[src/rtl/sm_pwm_pkg.sv]
package sm_pwm_pkg;
  typedef enum logic [1:0] {
    DIR_IDLE = 2'd0,
    DIR_FWD  = 2'd1,
    DIR_REV  = 2'd2
  } pwm_dir_e;
endpackage

[src/rtl/sm_pwm_counter.sv]
module sm_pwm_counter #(
  parameter int CNT_W = 11
) (
  input  logic             clk,
  input  logic             rst,
  output logic [CNT_W-1:0] cnt_o,
  output logic             wrap_o
);
  localparam logic [CNT_W-1:0] CNT_MAX = {CNT_W{1'b1}};

  always_ff @(posedge clk) begin
    if (rst) cnt_o <= '0;
    else     cnt_o <= cnt_o + 1'b1;
  end

  assign wrap_o = (cnt_o == CNT_MAX);


  wrap_to_zero_chk: assert property (@(posedge clk) disable iff (rst)
    wrap_o |=> (cnt_o == '0));


  cnt_step_chk: assert property (@(posedge clk) disable iff (rst)
    !wrap_o |=> (cnt_o == $past(cnt_o) + 1'b1));
endmodule

[src/rtl/sm_pwm_chan.sv]
module sm_pwm_chan
  import sm_pwm_pkg::*;
#(
  parameter int DUTY_W = 12,
  localparam int CNT_W = DUTY_W - 1
) (
  input  logic              clk,
  input  logic              rst,
  input  logic [CNT_W-1:0]  cnt,
  input  logic              wrap,
  input  logic [DUTY_W-1:0] duty_in,
  input  logic              duty_wr,
  input  logic              pol_up,
  input  logic              pol_dn,
  output logic              up_o,
  output logic              dn_o,
  output logic              any_o
);
  logic [DUTY_W-1:0] pend_q;
  logic [DUTY_W-1:0] act_q;
  logic [DUTY_W-1:0] mag;
  logic              pulse;
  pwm_dir_e          dir;
  logic              nxt_up, nxt_dn;

  // holding register, written at the host's own time
  always_ff @(posedge clk) begin
    if (rst)          pend_q <= '0;
    else if (duty_wr) pend_q <= duty_in;
  end

  // comparator value changes only at the period boundary
  always_ff @(posedge clk) begin
    if (rst)       act_q <= '0;
    else if (wrap) act_q <= pend_q;
  end

  always_comb begin
    mag   = act_q[DUTY_W-1] ? (~act_q + 1'b1) : act_q;
    pulse = ({1'b0, cnt} < mag);
    if (act_q == '0)           dir = DIR_IDLE;
    else if (act_q[DUTY_W-1])  dir = DIR_REV;
    else                       dir = DIR_FWD;
    nxt_up = ((dir == DIR_FWD) && pulse) ^ pol_up;
    nxt_dn = ((dir == DIR_REV) && pulse) ^ pol_dn;
  end

  always_ff @(posedge clk) begin
    if (rst) begin
      up_o  <= 1'b0;
      dn_o  <= 1'b0;
      any_o <= 1'b0;
    end else begin
      up_o  <= nxt_up;
      dn_o  <= nxt_dn;
      any_o <= nxt_up | nxt_dn;
    end
  end


  fwd_excl_chk: assert property (@(posedge clk) disable iff (rst)
    (!pol_up && !pol_dn && !act_q[DUTY_W-1]) |=> !dn_o);


  rev_excl_chk: assert property (@(posedge clk) disable iff (rst)
    (!pol_up && !pol_dn && act_q[DUTY_W-1]) |=> !up_o);


  zero_idle_chk: assert property (@(posedge clk) disable iff (rst)
    (act_q == '0) |=> ((up_o == $past(pol_up)) && (dn_o == $past(pol_dn))));


  act_hold_chk: assert property (@(posedge clk) disable iff (rst)
    !wrap |=> $stable(act_q));
endmodule

[src/rtl/sm_pwm_bank.sv]
module sm_pwm_bank #(
  parameter int NUM_CH = 4,
  parameter int DUTY_W = 12,
  localparam int CNT_W = DUTY_W - 1
) (
  input  logic                     clk,
  input  logic                     rst,
  input  logic [NUM_CH*DUTY_W-1:0] duty_in,
  input  logic [NUM_CH-1:0]        duty_wr,
  input  logic [NUM_CH-1:0]        pol_up,
  input  logic [NUM_CH-1:0]        pol_dn,
  output logic [NUM_CH-1:0]        up_o,
  output logic [NUM_CH-1:0]        dn_o,
  output logic                     led_o
);
  logic [CNT_W-1:0]  cnt;
  logic              wrap;
  logic [NUM_CH-1:0] any;

  sm_pwm_counter #(.CNT_W(CNT_W)) u_cnt (
    .clk    (clk),
    .rst    (rst),
    .cnt_o  (cnt),
    .wrap_o (wrap)
  );

  for (genvar k = 0; k < NUM_CH; k++) begin : g_ch
    sm_pwm_chan #(.DUTY_W(DUTY_W)) u_ch (
      .clk     (clk),
      .rst     (rst),
      .cnt     (cnt),
      .wrap    (wrap),
      .duty_in (duty_in[k*DUTY_W +: DUTY_W]),
      .duty_wr (duty_wr[k]),
      .pol_up  (pol_up[k]),
      .pol_dn  (pol_dn[k]),
      .up_o    (up_o[k]),
      .dn_o    (dn_o[k]),
      .any_o   (any[k])
    );
  end

  assign led_o = any[0];


  led_follow_chk: assert property (@(posedge clk) disable iff (rst)
    led_o == (up_o[0] | dn_o[0]));
endmodule

[config.mk]
export PLATFORM = sky130hd
export DESIGN_NAME = sm_pwm_bank
export DESIGN_NICKNAME = d
export VERILOG_FILES = /design/src/rtl/sm_pwm_pkg.sv /design/src/rtl/sm_pwm_counter.sv /design/src/rtl/sm_pwm_chan.sv /design/src/rtl/sm_pwm_bank.sv
export SDC_FILE = /design/constraint.sdc
export NUM_CORES = 1
export LEC_CHECK = 0
export BUFFER_PORTS_ARGS = -buffer_cell sky130_fd_sc_hd__buf_2
export CAP_MARGIN = 15
export CORE_MARGIN = 5
export CORE_UTILIZATION = 53
export CTS_CLUSTER_DIAMETER = 50
export CTS_CLUSTER_SIZE = 30
export DETAILED_ROUTE_END_ITERATION = 7
export PLACE_DENSITY = 0.77
export SYNTH_ARGS = -nofsm -noshare
export SYNTH_HDL_FRONTEND = slang
export SYNTH_SLANG_ARGS = --single-unit
[constraint.sdc]
create_clock -name clk -period 3 [get_ports clk]
set_input_delay 0 -clock clk [delete_from_list [all_inputs] [get_ports clk]]
set_output_delay 0 -clock clk [all_outputs]
set_load 0.05 [all_outputs]
==> summary.txt, run 1 <==
Drt
  – Vias per inst: 5.41
  – Initial drt markers: 373
  – Post-DRT Antenna Nets: 0
  – DR DRC count: 0
  – Total vias in the final route: 5374
  – DR pass1 iterations: 5
  – Post-DR wirelength/cell: 15.1 um
  – Total Wirelength: 15000 um

GRT
  – First-pass GRT wire length: 24500 um
  – Initial antenna violation count: 1
  – Number of global-route vias before repair: 5340
  – Pin count of the biggest net entering global routing: 77
  – Gr ovfl total: 0
  – GRT Total Usage: 0.230

Synth
  – Mux contribution to synthesized area: 0.0948
  – Synth Flop Type: dfxtp_1
  – Syn nets: 812
  – Synth top area share: 0.389
  – Mapped Cells: 705
  – Simple-gate share of the synthesized area: 0.191
  – XOR/XNOR Fraction of Synth Area: 0.0631
  – Synth Area in Compound Gates: 0.128
  – Dominant cells by area after synthesis: dfxtp_1 39%, ha_1 9.4%, mux2i_1 8.7%, nand2_1 8.1%, a21oi_1 5.3%
  – Sequential share of the synthesized area: 0.389
  – Synth Area in Adders: 0.0944
  – Synth cell types: 41
  – Area leader, netlist: dfxtp_1
  – Synth warn: 0
  – Post-Syn Area: 0.00597 mm^2
  – Mean Syn Cell Area: 8.46 um^2
  – Async set-reset flop share out of synthesis: 0
  – Synthesis-stage register bit count: 116
  – Number of synthesized flops with an enable pin: 0
  – Largest family of logic cells by synthesized area: simple AND/OR/NAND/NOR gates

Clock tree
  – Clock Latency Late Sink: 420 ps
  – TritonCTS clock tree: built
  – Reg clk slew, reported paths: 50 ps
  – H-tree levels: 4
  – Clock Tree Root: clkbuf_16
  – CTS buffer count: 17
  – CTS Buffer Depth: 2
  – Clk sinks: 116

Floorplanning
  – # IOs: 71
  – Std cell rows: 38
  – Height of the die: 116 um
  – Core footprint: 0.0109 mm^2
  – Initial core utilization: 0.546
  – Die area: 0.0135 mm^2
  – Die W: 116 um

Critical path
  – Slowest stage cell, crit path: or4_4
  – Max incr delay on CP: 490 ps
  – Crit end category: register
  – Crit Path Class: register to register
  – Worst path bufs/invs: 2
  – CP startpoint kind: register
  – Crit path required time: 3350 ps
  – Worst path arrival time: 3660 ps
  – Worst-path fanout max: 3
  – CP top delay family: simple AND/OR/NAND/NOR gates
  – Crit-path cells: or3_4 > nor3_4 > inv_2 > or4_4 > nand2_2 > xor2_1 > ha_1 > and3_4 > a221o_1 > buf_6 > a21oi_2 > o21ai_2 > or3_4 > a21oi_2

Run
  – MaxCap Viol Count: 0

Timing
  – # setup viols final: 3
  – RSZ-0062 raised after global routing: true
  – Hold slack: 57.3 ps
  – Worst slew pin tran: 936 ps
  – Clock Skews: 7.02 ps
  – Max-slew headroom: 0.376
  – Max Slew Vio Count: 0
  – Tcrit/Tclk final: 1.10
  – Fmax: 302 MHz
  – Setup WS post-layout: -310 ps
  – Tmin final: 3310 ps
  – Final Hold Viols: 0

Placed design
  – Placer congestion estimate: 0.843
  – DP Area: 0.00650 mm^2
  – Port bufs: 70
  – Dpl hpwl: 9290 um

Run status
  – Violated checks: setup timing
  – Status: finished, violations left

Finish
  – Commonest non-fill, non-tap cells in the layout: 126 x nand2_1, 114 x dfxtp_1, 71 x nor2_1
  – Post-Route Utilization: 0.722
  – Area growth, synth to finish: 32.2%
  – Layout cells sized above 1: 0.200
  – Layout net count: 947
  – Final instance area: 0.00789 mm^2
  – Most common cell after layout, fill and taps aside: nand2_1

Pwr
  – Switch Pwr: 0.000876 W
  – Switching share of power: 0.214
  – Worst vdd ir: 0.416 mV
  – P_int: 0.00322 W
  – Clock Power Share: 0.528
  – PwrDens: 519 mW/mm^2
  – Seq pwr share: 0.396
  – Leakage: 3.45 nW
  – Comb pwr share: 0.076

Min path
  – Hold Path Class: input port to register
path summary, 6_finish.rpt:
kind | startpoint | endpoint | slack (ps) | depth (start not counted)
max | g_ch[0].u_ch.act_q[5] | g_ch[0].u_ch.up_o | -310 | 14
min | duty_wr[2] | g_ch[2].u_ch.pend_q[11] | 60 | 3
min reg2reg | g_ch[2].u_ch.pend_q[3] | g_ch[2].u_ch.act_q[3] | 450 | 2
max reg2reg | g_ch[0].u_ch.act_q[5] | g_ch[0].u_ch.up_o | -310 | 14
power by group through the flow:
stage	Sequential, W	Combinational, W	Clock, W
after floorplan	0.00165	0.000166	0
after global placement	0.00165	0.000226	0
after detailed placement	0.00165	0.000237	0
after CTS	0.00162	0.000293	0.00218
after global routing	0.00163	0.000341	0.00226
final	0.00162	0.000310	0.00217
metal layers:
metal,vias up,track usage,part of all wire
met4,0,0.108,0.029
met1,2501,0.265,0.42
met5,-,0,0
met2,142,0.403,0.50
li1,2688,-,-
met3,43,0.0528,0.049
logic make-up (layout without fill, tap and decap cells):
kind of cell    count (synthesis)  count (layout)
compound gates                128             128
xor+xnor                       43              43
fa+ha+maj                      45              45
buf+inv                        54             202
flops                         116             116
mux                            56              56
other cells                     0               1
simple gates                  263             263
worst reg2reg max path: cells and delay by family (launching register included):
kind	cells	cell delay (ps)
buffers and inverters	2	190
adders and majority gates	1	270
DFF	1	310
AOI/OAI and AO/OA	4	650
xor gates and xnor gates	1	170
and+or+nand+nor	6	1660
flip-flops by register name, summed over array words and instances, names as in the netlist:
signal,cells
g_ch.u_ch.act_q,48
g_ch.u_ch.pend_q,48
u_cnt.cnt_o,11
g_ch.u_ch.dn_o,4
g_ch.u_ch.up_o,4
g_ch.u_ch.any_o,1
through the flow:
stage / instances / setup WS (ps) / total power, W / TNS (ps)
floorplan: 705 / -108 / 0.00181 / -127
global placement: 899 / -218 / 0.00188 / -568
detailed placement: 899 / -314 / 0.00189 / -827
CTS: 990 / -297 / 0.00410 / -742
global route: 994 / -475 / 0.00423 / -1400
finish: 994 / -310 / 0.00410 / -782
cell usage after synthesis (all sizes together) (2+ instances only):
library cell	count
nor2	74
nand4	4
nand2	129
nand2b	7
nor4	5
mux2i	52
xor2	36
o21ai	24
nor3	7
xnor2	7
ha	45
o31ai	11
a31oi	4
and3	6
a21o	13
inv	15
mux2	4
buf	19
or3	8
nand3	9
a21boi	2
a21oi	63
nor2b	8
dfxtp	116
clkbuf	20
or4	4
o41ai	3
timing repair:
item                                   4_1_cts  5_1_grt
gates resized for setup                      8       31
setup buffers                                4        2
pin swaps                                    1       16
setup endpoints to repair                    6        9
hold buffers                                55        1
endpoints found under the hold margin       56        1
layout make-up:
| type | count | area, um^2 |
|---|---|---|
| sequential | 116 | 2320 |
| multi-input combinational | 535 | 3560 |
| inverter | 15 | 56.3 |
| clock inverter | 9 | 149 |
| tap | 140 | 175 |
| antenna | 1 | 2.50 |
| timing repair buffer | 155 | 1130 |
| fill | 810 | 3050 |
| clock buffer | 23 | 488 |
Note: power is estimated with default switching activity, not from simulation.
==> run 2, diff against run 1 <==
Settings changed: SKIP_LAST_GASP set to 1.
==> run 2 against run 1 <==
The flow still finishes with violations (setup timing). Largest cell class unchanged. Cell area barely moved. Cell count stayed put. Sequential cell count unchanged. Global-route usage is the same. Critical path depth unchanged. Clock power about the same. Count of clock-buffer cells in the layout did not move. Critical path type unchanged. Via count is 0.39% higher.
==> summary.txt, run 2 (synthesis gave the netlist of run 1 again) <==
Drt
  – Post-DRT Antenna Nets: 0 (unchanged)
  – Total vias in the final route: 5395 (+0.39%)
  – Vias per inst: 5.43 (+0.39%)
  – DR pass1 iterations: 5 (unchanged)
  – Total Wirelength: 15000 um (+0.20%)
  – DR DRC count: 0 (unchanged)
  – Initial drt markers: 346 (-7.2%)
  – Post-DR wirelength/cell: 15.1 um (+0.20%)

Timing
  – Tcrit/Tclk final: 1.10 (about the same)
  – Worst slew pin tran: 960 ps (+24.4 ps)
  – Max Slew Vio Count: 0 (unchanged)
  – Hold slack: 57.4 ps (+0.0626 ps)
  – RSZ-0062 raised after global routing: true
  – Setup WS post-layout: -306 ps (+3.15 ps)
  – Final Hold Viols: 0 (unchanged)
  – # setup viols final: 3 (unchanged)
  – Setup_tns: -836 ps (-54.0 ps)
  – Tmin final: 3310 ps (-3.15 ps)
  – Fmax: 302 MHz (about the same)
  – Clock Skews: 7.12 ps (+0.0986 ps)
  – Max-slew headroom: 0.360 (-0.0163)

Critical path
  – R2R depth: 14 (unchanged)
  – CP top delay family: simple AND/OR/NAND/NOR gates
  – Crit end category: register
  – Worst path bufs/invs: 2 (unchanged)
  – Max incr delay on CP: 490 ps (about the same)
  – CP endpoint: g_ch[0].u_ch.any_o
  – Worst Setup SP: g_ch[0].u_ch.act_q[5]
  – RR Endpoint: g_ch[0].u_ch.any_o
  – Worst path arrival time: 3620 ps (-40 ps)
  – CP startpoint kind: register
  – Crit Path Class: register to register
  – Reg-to-reg slack, setup: -310 ps (about the same)
  – Number of cells on the critical path: 14 (unchanged)
  – FF-to-FF Start: g_ch[0].u_ch.act_q[5]
  – Slowest stage cell, crit path: or4_4
  – Crit path required time: 3310 ps (-40 ps)
  – Crit-path cells: or3_4 > nor3_4 > inv_2 > or4_4 > nand2_2 > xor2_1 > ha_1 > and3_4 > a221o_1 > buf_6 > o22ai_2 > or3_1 > o21ai_1 > a2111oi_2
  – Worst-path fanout max: 3 (unchanged)

Finish
  – Largest regs: g_ch.u_ch.act_q x48, g_ch.u_ch.pend_q x48, u_cnt.cnt_o x11
  – Layout net count: 947 (unchanged)
  – Final instance area: 0.00788 mm^2 (about the same)
  – Layout cells sized above 1: 0.200 (unchanged)
  – Post-Route Utilization: 0.721 (about the same)
  – Area growth, synth to finish: 32.1% (about the same)
  – Most common cell after layout, fill and taps aside: nand2_1
  – Commonest non-fill, non-tap cells in the layout: 126 x nand2_1, 114 x dfxtp_1, 71 x nor2_1

Floorplanning
  – # IOs: 71 (unchanged)
  – Initial core utilization: 0.546 (unchanged)
  – Die W: 116 um (unchanged)
  – Core footprint: 0.0109 mm^2 (unchanged)
  – Std cell rows: 38 (unchanged)
  – Height of the die: 116 um (unchanged)
  – Die area: 0.0135 mm^2 (unchanged)

Clock tree
  – Clock Latency Late Sink: 420 ps (about the same)
  – CTS Buffer Depth: 2 (unchanged)
  – Clock Tree Root: clkbuf_16
  – Reg clk slew, reported paths: 50 ps (about the same)
  – TritonCTS clock tree: built
  – H-tree levels: 4 (unchanged)
  – CTS buffer count: 17 (unchanged)
  – Clk sinks: 116 (unchanged)

Pwr
  – P_int: 0.00322 W (about the same)
  – Leakage: 3.45 nW (about the same)
  – Switching share of power: 0.214 (about the same)
  – Comb pwr share: 0.076 (about the same)
  – Switch Pwr: 0.000876 W (about the same)
  – Worst vdd ir: 0.417 mV (about the same)
  – Clock Power Share: 0.528 (about the same)
  – Seq pwr share: 0.396 (about the same)
  – PwrDens: 520 mW/mm^2 (+0.10%)

Run status
  – Status: finished, violations left
  – Violated checks: setup timing

Placed design
  – Dpl hpwl: 9290 um (unchanged)
  – Setup Slack @ Placement: -314 ps (unchanged)
  – DP Area: 0.00650 mm^2 (unchanged)
  – Port bufs: 70 (unchanged)
  – Placer congestion estimate: 0.843 (unchanged)

GRT
  – Initial antenna violation count: 1 (unchanged)
  – First-pass GRT wire length: 24500 um (unchanged)
  – Pin count of the biggest net entering global routing: 77 (unchanged)
  – GRT Total Usage: 0.230 (unchanged)
  – Number of global-route vias before repair: 5340 (unchanged)
  – Gr ovfl total: 0 (unchanged)

Min path
  – Hold Path Class: input port to register

Run
  – MaxCap Viol Count: 0 (unchanged)
## run 2: area by class of cell
type	instances	area, um^2
Tap cell	140	175
Antenna cell	1	2.50
Timing Repair Buffer	155	1130
Clock buffer	23	488
Fill cell	810	3050
Sequential cell	116	2320
Multi-Input combinational cell	535	3550
Clock inverter	9	149
Inverter	15	56.3
## run 2: worst min-delay path by stage
stage	from	end	slack [ps]	depth (start not counted)
finish	duty_wr[2]	g_ch[2].u_ch.pend_q[11]	60	3
global route	duty_wr[2]	g_ch[2].u_ch.pend_q[11]	70	3
CTS	pol_dn[2]	g_ch[2].u_ch.dn_o	0.4	3
detailed placement	duty_in[45]	g_ch[3].u_ch.pend_q[9]	240	3
global placement	duty_in[33]	g_ch[2].u_ch.pend_q[9]	230	3
floorplan	duty_in[0]	g_ch[0].u_ch.pend_q[0]	150	2
## run 2: timing repair
item,in CTS,in global routing
gates cloned,0,0
hold endpoints to repair,56,1
hold buffers,55,1
resized for setup,8,29
setup endpoints to repair,6,9
pin swaps,1,16
setup buffers,4,2
## run 2: power by group through the flow
stage                     combinational [W]  sequential, W  clock, W
after CTS                          0.000293        0.00162   0.00218
after global routing               0.000340        0.00163   0.00226
after floorplan                    0.000166        0.00165         0
final                              0.000309        0.00162   0.00217
after global placement             0.000226        0.00165         0
after detailed placement           0.000237        0.00165         0
## run 2: stage by stage
step                total power, W  instances
finish                     0.00410        994
global route               0.00423        994
CTS                        0.00410        990
detailed placement         0.00189        899
global placement           0.00188        899
floorplan                  0.00181        705
## run 2: worst register-to-register path, stage by stage (launching register included)
cell and delay, ps:
dfxtp_2 310, or3_4 400, nor3_4 150, inv_2 50
or4_4 490, nand2_2 90, xor2_1 170, ha_1 270
and3_4 160, a221o_1 330, buf_6 140, o22ai_2 150
or3_1 120, o21ai_1 70, a2111oi_2 310
## run 2: per-layer routing
layer | GRT usage | wire (um) | share of wire | vias up
li1 | - | - | - | 2688
met1 | 0.265 | 6250 | 0.42 | 2504
met2 | 0.403 | 7570 | 0.50 | 159
met3 | 0.0528 | 751 | 0.050 | 44
met4 | 0.108 | 448 | 0.030 | 0
met5 | 0 | 0 | 0 | -
==> run 3, diff against run 2 <==
Settings changed: PLACE_DENSITY 0.77 to 0.76, SYNTH_HIERARCHICAL set to 1.
==> run 3 against run 2 <==
Global-route usage is 2.0 points lower. The flow now finishes without violations. Largest cell class unchanged. Utilization is 0.41 points higher. Sequential share of layout area is 0.10 points lower. Clock skew is 0.69 ps higher. Sequential cell count stayed put.
==> summary.txt, run 3 <==
Run status
  – Status: complete, no violations

Timing
  – Max Slew Vio Count: 0 (unchanged)
  – Max-slew headroom: 0.397 (+0.0369)
  – RSZ-0062 raised after global routing: true
  – Final Hold Viols: 0 (unchanged)
  – Clock Skews: 7.81 ps (+0.693 ps)
  – # setup viols final: 0 (-3)
  – Tcrit/Tclk final: 0.970 (-0.132)
  – Worst slew pin tran: 905 ps (-55.4 ps)
  – Tmin final: 2910 ps (-397 ps)
  – Fmax: 344 MHz (+14%)

Clock tree
  – TritonCTS clock tree: built
  – Clk sinks: 116 (unchanged)
  – CTS buffer count: 17 (unchanged)
  – H-tree levels: 4 (unchanged)
  – CTS Buffer Depth: 2 (unchanged)
  – Clock Latency Late Sink: 410 ps (about the same)
  – Reg clk slew, reported paths: 50 ps (about the same)
  – Clock Tree Root: clkbuf_16

Floorplanning
  – Height of the die: 116 um (about the same)
  – # IOs: 71 (unchanged)
  – Die W: 116 um (about the same)
  – Die area: 0.0135 mm^2 (-0.14%)
  – Initial core utilization: 0.545 (-0.000801)
  – Std cell rows: 38 (unchanged)
  – Core footprint: 0.0109 mm^2 (unchanged)

Drt
  – Post-DR wirelength/cell: 15.1 um (-0.39%)
  – Post-DRT Antenna Nets: 0 (unchanged)
  – Total Wirelength: 13700 um (-8.8%)
  – Vias per inst: 5.42 (-0.14%)
  – DR pass1 iterations: 4 (-1)
  – Initial drt markers: 233 (-33%)
  – Total vias in the final route: 4932 (-8.6%)
  – DR DRC count: 0 (unchanged)

Synth
  – Mean Syn Cell Area: 9.56 um^2 (+13%)
  – Post-Syn Area: 0.00596 mm^2 (-0.15%)
  – Synth warn: 6 (+6)
  – Syn nets: 730 (-10%)
  – Mapped Cells: 623 (-12%)

Critical path
  – CP startpoint kind: register
  – Crit path required time: 3250 ps (-60 ps)
  – Worst path arrival time: 3160 ps (-460 ps)
  – Crit end category: register
  – Worst-path fanout max: 4 (+1)
  – Crit Path Class: register to register

GRT
  – Pin count of the biggest net entering global routing: 91 (+18%)
  – Initial antenna violation count: 0 (-1)
  – Number of global-route vias before repair: 5146 (-3.6%)
  – Gr ovfl total: 0 (unchanged)
  – GRT Total Usage: 0.209 (-0.0202)
  – First-pass GRT wire length: 22800 um (-7.0%)

Finish
  – Final instance area: 0.00793 mm^2 (+0.57%)
  – Most common cell after layout, fill and taps aside: nor2_1
  – Area growth, synth to finish: 33.1%
  – Largest regs: g_ch.u_ch/act_q x48, g_ch.u_ch/pend_q x48, u_cnt/cnt_o x11
  – Cell Count, Final, Fillers Out: 910 (-8.5%)
  – Layout net count: 866 (-8.6%)
  – Commonest non-fill, non-tap cells in the layout: 122 x nor2_1, 112 x dfxtp_1, 101 x mux2i_1
  – Layout cells sized above 1: 0.216 (+0.0151)
  – Post-Route Utilization: 0.725 (+0.00412)
  – N_diodes: 0 (-1)

Placed design
  – Dpl hpwl: 8860 um (-4.6%)
  – DP Area: 0.00646 mm^2 (-0.64%)
  – Port bufs: 70 (unchanged)
  – Placed Instances: 813 (-9.6%)
  – Placer congestion estimate: 0.825 (-2.2%)

Pwr
  – PwrDens: 539 mW/mm^2 (+3.7%)
  – Total chip power: 0.00427 W (+4.3%)
  – Leakage: 3.33 nW (-3.4%)
  – Worst vdd ir: 0.438 mV (+5.1%)

Min path
  – Hold Path Class: input port to register

Run
  – MaxCap Viol Count: 0 (unchanged)
## run 3: through the flow
step                      hold slack [ps]  TNS, ps  worst slack (ps)
after floorplan                       147        0               386
final                                65.6        0              90.1
after CTS                            48.3        0              29.0
after global routing                 79.2     -408              -104
after detailed placement              243        0              64.6
after global placement                233        0               175
## run 3: path summary, 6_finish.rpt
| kind | start | to | slack (ps) | depth (start not counted) |
|---|---|---|---|---|
| max | g_ch[0].u_ch/act_q[1] | g_ch[0].u_ch/any_o | 90 | 13 |
| min reg2reg | g_ch[3].u_ch/pend_q[4] | g_ch[3].u_ch/pend_q[4] | 490 | 2 |
| max reg2reg | g_ch[0].u_ch/act_q[1] | g_ch[0].u_ch/any_o | 90 | 13 |
| min | duty_wr[2] | g_ch[2].u_ch/pend_q[10] | 70 | 3 |
## run 3: layer usage
layer | GRT usage | vias up | part of all wire
met3 | 0.0480 | 21 | 0.036
met4 | 0.0920 | 0 | 0.016
met5 | 0 | - | 0
met1 | 0.245 | 2331 | 0.43
met2 | 0.366 | 94 | 0.52
li1 | - | 2486 | -
## run 3: area by class of cell
type / instances / area [um^2]
sequential: 116 / 2330
tap: 140 / 175
multi-input combinational: 467 / 3620
clock buffer: 20 / 457
fill: 795 / 3010
clock inverter: 10 / 228
timing repair buffer: 142 / 1060
inverter: 15 / 58.8
## run 3: worst max-delay path, stage by stage, from the launching register on
cell and delay [ps]:
dfxtp_4 360, inv_4 60, ha_4 140, nand2b_4 50, nand3b_1 210, o41ai_2 330, xor2_1 120, ha_1 320
and3_4 200, nand3_2 70, a211o_1 340, a22o_1 240, o32ai_2 240, a211oi_1 80
## run 3: report_power, final
group	leakage (nW)	total (W)	internal [W]	switching [W]
combinational	2.05	0.000292	0.000152	0.000140
clock	0.332	0.00236	0.00167	0.000688
sequential	0.949	0.00162	0.00159	0.0000325
## run 3: repair_timing
action	in CTS	in global routing
endpoints found under the hold margin	57	0
pin swaps	0	22
buffers inserted	0	11
resized for setup	1	35
endpoints found under the setup margin	1	9
hold buffers	56	0
